`config.mk`:
```
export PLATFORM = sky130hd
export DESIGN_NAME = trip_alarm_ctl
export DESIGN_NICKNAME = d
export VERILOG_FILES = /design/src/rtl/trip_alarm_pkg.sv /design/src/rtl/ta_compare.sv /design/src/rtl/ta_burst.sv /design/src/rtl/ta_pin_watch.sv /design/src/rtl/trip_alarm_ctl.sv
export SDC_FILE = /design/constraint.sdc
export NUM_CORES = 1
export LEC_CHECK = 0
export BUFFER_PORTS_ARGS = -buffer_cell sky130_fd_sc_hd__buf_2
export CAP_MARGIN = 20
export CORE_ASPECT_RATIO = 1.25
export CORE_MARGIN = 2
export CORE_UTILIZATION = 50
export DETAILED_ROUTE_END_ITERATION = 12
export MAX_ROUTING_LAYER = met4
export PLACE_DENSITY = 0.94
export RECOVER_POWER = 25
export SYNTH_ARGS = -nofsm -noshare
export SYNTH_HDL_FRONTEND = slang
export SYNTH_SLANG_ARGS = --single-unit
export TNS_END_PERCENT = 30
```
`constraint.sdc`:
```
create_clock -name clk -period 2.9 [get_ports clk]
set_input_delay 0.29 -clock clk [delete_from_list [all_inputs] [get_ports clk]]
set_output_delay 0.29 -clock clk [all_outputs]
set_load 0.05 [all_outputs]
```
`src/rtl/trip_alarm_pkg.sv`:
```
package trip_alarm_pkg;

  typedef struct packed {
    logic pin_is_rst;
    logic pulse_mode;
    logic after_match;
    logic rst_en;
  } ta_cfg_t;

  typedef enum logic {
    PH_LOW  = 1'b0,
    PH_HIGH = 1'b1
  } ta_phase_e;

endpackage

```
`src/rtl/ta_compare.sv`:
```
module ta_compare #(
  parameter int CW = 32
) (
  input  logic          clk,
  input  logic          rst_n,
  input  logic [CW-1:0] cnt_val,
  input  logic [CW-1:0] trip_val,
  input  logic          pin_is_rst,
  input  logic          after_match,
  output logic          alarm_q,
  output logic          alarm_rise
);

  logic monitor_en;
  logic reached;
  logic active;

  assign monitor_en = (trip_val != '0) && !pin_is_rst;
  assign reached    = (cnt_val >= trip_val);
  assign active     = monitor_en && (after_match ? reached : !reached);
  assign alarm_rise = active && !alarm_q;

  always_ff @(posedge clk or negedge rst_n) begin
    if (!rst_n) alarm_q <= 1'b0;
    else        alarm_q <= active;
  end

endmodule

```
`src/rtl/ta_burst.sv`:
```
module ta_burst
  import trip_alarm_pkg::*;
#(
  parameter int PULSES     = 4,
  parameter int LOW_TICKS  = 1,
  parameter int HIGH_TICKS = 7
) (
  input  logic clk,
  input  logic rst_n,
  input  logic tick,
  input  logic start,
  output logic busy,
  output logic low_out
);

  localparam int TMAX = (LOW_TICKS > HIGH_TICKS) ? LOW_TICKS : HIGH_TICKS;
  localparam int TW   = $clog2(TMAX + 1);
  localparam int PW   = $clog2(PULSES + 1);
  localparam logic [TW-1:0] LOW_LAST   = TW'(LOW_TICKS - 1);
  localparam logic [TW-1:0] HIGH_LAST  = TW'(HIGH_TICKS - 1);
  localparam logic [TW-1:0] T_ONE      = TW'(1);
  localparam logic [PW-1:0] PIDX_LAST  = PW'(PULSES - 1);
  localparam logic [PW-1:0] P_ONE      = PW'(1);

  ta_phase_e     phase;
  logic [TW-1:0] tcnt;
  logic [PW-1:0] pidx;

  always_ff @(posedge clk or negedge rst_n) begin
    if (!rst_n) begin
      busy  <= 1'b0;
      phase <= PH_LOW;
      tcnt  <= '0;
      pidx  <= '0;
    end else if (!busy) begin
      if (start) begin
        busy  <= 1'b1;
        phase <= PH_LOW;
        tcnt  <= '0;
        pidx  <= '0;
      end
    end else if (tick) begin
      if (phase == PH_LOW) begin
        if (tcnt == LOW_LAST) begin
          phase <= PH_HIGH;
          tcnt  <= '0;
        end else begin
          tcnt <= tcnt + T_ONE;
        end
      end else begin
        if (tcnt == HIGH_LAST) begin
          tcnt <= '0;
          if (pidx == PIDX_LAST) begin
            busy <= 1'b0;
          end else begin
            pidx  <= pidx + P_ONE;
            phase <= PH_LOW;
          end
        end else begin
          tcnt <= tcnt + T_ONE;
        end
      end
    end
  end

  assign low_out = busy && (phase == PH_LOW);

  AST_START_IGNORED_WHILE_BUSY: assert property (@(posedge clk) disable iff (!rst_n)
    (busy && start && !tick) |=> ($stable(pidx) && $stable(tcnt) && $stable(phase)));

  AST_LOW_HELD_BETWEEN_TICKS: assert property (@(posedge clk) disable iff (!rst_n)
    (busy && phase == PH_LOW && !tick) |=> (busy && phase == PH_LOW));

  AST_PULSE_INDEX_BOUND: assert property (@(posedge clk) disable iff (!rst_n)
    busy |-> (pidx <= PIDX_LAST));

endmodule

```
`src/rtl/ta_pin_watch.sv`:
```
module ta_pin_watch (
  input  logic clk,
  input  logic rst_n,
  input  logic pin_sense,
  input  logic drive_now,
  input  logic watch_en,
  input  logic burst_busy,
  input  logic pin_is_rst,
  input  logic rst_en,
  output logic rel_trig,
  output logic reset_enable
);

  logic sense_q;
  logic drive_q;
  logic ext_low;

  always_ff @(posedge clk or negedge rst_n) begin
    if (!rst_n) begin
      sense_q <= 1'b1;
      drive_q <= 1'b0;
      ext_low <= 1'b0;
    end else begin
      sense_q <= pin_sense;
      drive_q <= drive_now;
      if (!watch_en || sense_q)
        ext_low <= 1'b0;
      else if (!burst_busy && !drive_q)
        ext_low <= 1'b1;
    end
  end

  assign rel_trig     = watch_en && ext_low && sense_q;
  assign reset_enable = rst_en || (pin_is_rst && sense_q);

  AST_RELEASE_SINGLE_CYCLE: assert property (@(posedge clk) disable iff (!rst_n)
    rel_trig |=> !rel_trig);

endmodule

```
`src/rtl/trip_alarm_ctl.sv`:
```
module trip_alarm_ctl
  import trip_alarm_pkg::*;
#(
  parameter int CW         = 32,
  parameter int PULSES     = 4,
  parameter int LOW_TICKS  = 1,
  parameter int HIGH_TICKS = 7
) (
  input  logic          clk,
  input  logic          rst_n,
  input  logic [CW-1:0] cnt_val,
  input  logic [CW-1:0] trip_val,
  input  logic          cfg_pin_is_rst,
  input  logic          cfg_pulse_mode,
  input  logic          cfg_after_match,
  input  logic          cfg_rst_en,
  input  logic          tick,
  input  logic          pwr_up,
  input  logic          pin_sense,
  output logic          pin_drive_low,
  output logic          alarm_flag,
  output logic          reset_enable
);

  ta_cfg_t cfg;
  logic    alarm_q;
  logic    alarm_rise;
  logic    rel_trig;
  logic    burst_start;
  logic    burst_busy;
  logic    burst_low;
  logic    flash_out;

  assign cfg = '{pin_is_rst:  cfg_pin_is_rst,
                 pulse_mode:  cfg_pulse_mode,
                 after_match: cfg_after_match,
                 rst_en:      cfg_rst_en};

  assign flash_out = cfg.pulse_mode && !cfg.pin_is_rst;

  ta_compare #(.CW(CW)) u_cmp (
    .clk         (clk),
    .rst_n       (rst_n),
    .cnt_val     (cnt_val),
    .trip_val    (trip_val),
    .pin_is_rst  (cfg.pin_is_rst),
    .after_match (cfg.after_match),
    .alarm_q     (alarm_q),
    .alarm_rise  (alarm_rise)
  );

  assign burst_start = flash_out && (pwr_up || alarm_rise || rel_trig);

  ta_burst #(
    .PULSES     (PULSES),
    .LOW_TICKS  (LOW_TICKS),
    .HIGH_TICKS (HIGH_TICKS)
  ) u_burst (
    .clk     (clk),
    .rst_n   (rst_n),
    .tick    (tick),
    .start   (burst_start),
    .busy    (burst_busy),
    .low_out (burst_low)
  );

  ta_pin_watch u_watch (
    .clk          (clk),
    .rst_n        (rst_n),
    .pin_sense    (pin_sense),
    .drive_now    (pin_drive_low),
    .watch_en     (flash_out),
    .burst_busy   (burst_busy),
    .pin_is_rst   (cfg.pin_is_rst),
    .rst_en       (cfg.rst_en),
    .rel_trig     (rel_trig),
    .reset_enable (reset_enable)
  );

  assign alarm_flag    = alarm_q;
  assign pin_drive_low = !cfg.pin_is_rst && (cfg.pulse_mode ? burst_low : alarm_q);

  AST_INPUT_ROLE_CLEARS_FLAG: assert property (@(posedge clk) disable iff (!rst_n)
    ($past(rst_n) && $past(cfg_pin_is_rst)) |-> !alarm_flag);

  AST_AFTER_MATCH_FLAG: assert property (@(posedge clk) disable iff (!rst_n)
    ($past(rst_n) && $past(trip_val != '0 && !cfg_pin_is_rst && cfg_after_match
                           && cnt_val >= trip_val)) |-> alarm_flag);

  AST_UNTIL_MATCH_FLAG: assert property (@(posedge clk) disable iff (!rst_n)
    ($past(rst_n) && $past(!cfg_after_match && cnt_val >= trip_val)) |-> !alarm_flag);

endmodule

```
==> out/metrics.yaml <==
cells_and_area:
  antenna_cells: 0
  nets: 379
  utilization_pct: 68.1
  drive_above_1_share_pct: 30.6
  n_fill_cell: 261
  syn_to_final_growth_pct: 29.8
routing:
  num_vias: 1635
  postRouteAntennaNets: 0
  drt_iter0_markers: 17
  wl_per_cell_um: 12.0
  firstDrtPassIters: 4
  drc_errors: 0
  totalWireLength_um: 3640
  via_per_inst: 5.38
place:
  place.gp.congestion: 0.827
  io_buffers: 75
  pre_cts_ws_ns: 0.160
  dp.final_hpwl_um: 3270
timing:
  worst_pin_slew_ns: 0.648
  slew_violations: 0
  rsz0062_at_grt: "false"
  fin_setup_tns_ns: 0
  holdWs_ns: 0.112
  hold_viol_final: 0
  setup_viol: 0
  setup_ws_ns: 0.479
  min_period_ns: 2.42
  maxSlewHeadroom_pct: 56.5
  period_share_pct: 83.5
  timing.clock.skew_ns: 0.00661
  max_freq_mhz: 413
power_and_ir_drop:
  power.density_nw_per_um2: 359
  p_int_w: 0.000427
  pwr-share-seq_pct: 37.4
  swShare_pct: 40.2
  comb_power_share_pct: 47.3
  power.total_w: 0.000714
  clkPwrFrac_pct: 15.3
  p_sw_w: 0.000287
  ir_drop_uv: 336
  p_leak_nw: 1.11
synth:
  ys_top_cells_by_area: "ha_1 30%, dfrtp_1 18%, inv_1 9.6%"
  synthArstFlopShare_pct: 100
  postSynthNetCount: 298
  post-synth-top-area-fraction_pct: 30.3
  ys_seq_elements: 12
  netlist_instances: 188
  ys_types: 38
  yosys_most_used_dff: "dfrtp_1"
  synth_edf_count: 0
  synth.most_common_cell: "inv_1"
  synth_area_um2: 1530
  avgSynthCellArea_um2: 8.14
  ys_seq_area_share_pct: 19.7
  yosys_warnings: 0
  synth_area_leader_cell: "ha_1"
  synth_commonest_cells: "39 x inv_1, 37 x ha_1, 16 x a21oi_1, 12 x nand2_1, 11 x dfrtp_1"
setup_path:
  arrival_ns: 2.55
  required_ns: 3.03
  path_cells: "buf_2 > inv_1 > ha_1 > nand4_2 > or4_1 > nor2_1 > o2bb2ai_1 > mux2i_1 > a2111oi_4 > o22ai_1"
  critPathLaunchType: "primary input"
  slowest_stage: "or4_1"
  worst_setup_path_end_kind: "flop"
  path_max_fanout: 8
  critical_path_class: "in -> reg"
  cp_slowest_stage_delay_ns: 0.56
  critical-path-top-delay-family: "compound AO/OA/AOI/OAI gates"
  crit_buf_inv: 2
global_route:
  grt_pass1_wl_um: 5870
  antenna_found_initial: 0
  grt_pass1_vias: 1613
  grt_max_degree: 13
  grt-ovfl-total: 0
  track_usage_pct: 22.4
clock_tree:
  clkSlewWorstSetupHoldPaths_ns: 0.08
  cts_tree: "done"
  cts_setup_buffers: 0
  cts_hold_buffers: 1
  cts_buffer_depth: 2
  insertion_delay_ns: 0.28
  cts_buffers: 3
  cts-resized-gates: 0
  htree_levels: 1
  cts_sinks: 12
  root_buffer: "clkbuf_4"
die:
  pin_count: 76
  die_area_um2: 3520
  rows: 22
  core-area_um2: 2920
  initial_core_util_pct: 52.4
  die_w_um: 53.5
  fp.dieH_um: 65.9
run_status:
  status: "finished, final reports clean"
run:
  maxCapViolCount: 0
hold_path:
  hold_class: "in -> reg"
[routing by layer]
| metal | GRT usage, % | share of wire, % | up-vias |
|---|---|---|---|
| met5 | - | 0 | - |
| met4 | 9.62 | 1.8 | 0 |
| li1 | - | - | 840 |
| met2 | 42.7 | 54 | 48 |
| met1 | 22.2 | 38 | 739 |
| met3 | 2.04 | 5.7 | 8 |
[through the flow]
stage | instance area (um^2) | std cells
CTS | 1990 | 304
global route | 1990 | 304
detailed placement | 1950 | 299
finish | 1990 | 304
global placement | 1950 | 299
floorplan | 1530 | 188
[kinds of logic (layout without fill, tap and decap cells)]
kind of cell               Yosys count  count (layout)  share of synthesized area (%)
adders and majority gates           37              37                           30.3
buffers and inverters               39             119                           9.57
AOI/OAI and AO/OA                   42              42                           18.9
muxes                                2               2                           1.31
DFF                                 12              12                           19.7
and+or+nand+nor                     56              56                           20.3
[layout make-up]
type,instances,area [um^2],area share (%)
tap,36,45.0,2.27
sequential,12,302,15.2
inverter,39,146,7.37
multi-input combinational,137,1080,54.5
timing repair buffer,76,384,19.3
clock buffer,4,26.3,1.32
[power by group through the flow]
stage          Clock (W)  Combinational (W)  Sequential, W
6_report        0.000109           0.000338       0.000267
5_1_grt         0.000118           0.000392       0.000275
4_1_cts         0.000112           0.000341       0.000266
3_5_place_dp           0           0.000339       0.000267
3_3_place_gp           0           0.000321       0.000267
2_1_floorplan          0           0.000221       0.000259
[state kept, by name (all words and copies together), names as in the netlist]
signal,count
u_burst.busy,1
u_burst.phase,1
u_burst.pidx,3
u_burst.tcnt,3
u_cmp.alarm_q,1
u_watch.drive_q,1
u_watch.ext_low,1
u_watch.sense_q,1
[path summary, 6_finish.rpt]
check                                startpoint         endpoint  slack (ns)  cells past startpoint
worst max-delay path               trip_val[29]  u_burst.tcnt[0]        0.48                     10
worst min-delay path                  pin_sense  u_watch.sense_q        0.11                      1
worst max register to register    u_cmp.alarm_q  u_burst.tcnt[0]        1.09                      5
worst min register to register  u_burst.tcnt[0]  u_burst.tcnt[0]        0.52                      1
max in group asynchronous                 rst_n     u_burst.busy        1.95                      2
min in group asynchronous                 rst_n  u_burst.pidx[1]        0.54                      2
[placed cells by master (no fill, tap or decap), types with 2 or more instances in the layout]
master,netlist,layout
o22ai_1,2,2
o21ai_0,6,6
nand3b_1,2,2
clkbuf_1,0,2
nor3_1,3,3
ha_1,37,37
dfrtp_1,11,11
buf_2,0,74
nor4_1,9,9
clkbuf_4,0,3
nand4_1,6,6
nand3_1,3,3
nand2_1,12,12
nor2_1,9,9
a221oi_1,2,2
mux2i_1,2,2
o2bb2ai_1,2,2
nand2b_1,3,3
and4_1,2,2
a21oi_1,16,16
o21a_1,3,3
inv_1,39,39
No activity file was read; power rests on OpenSTA's default activity.
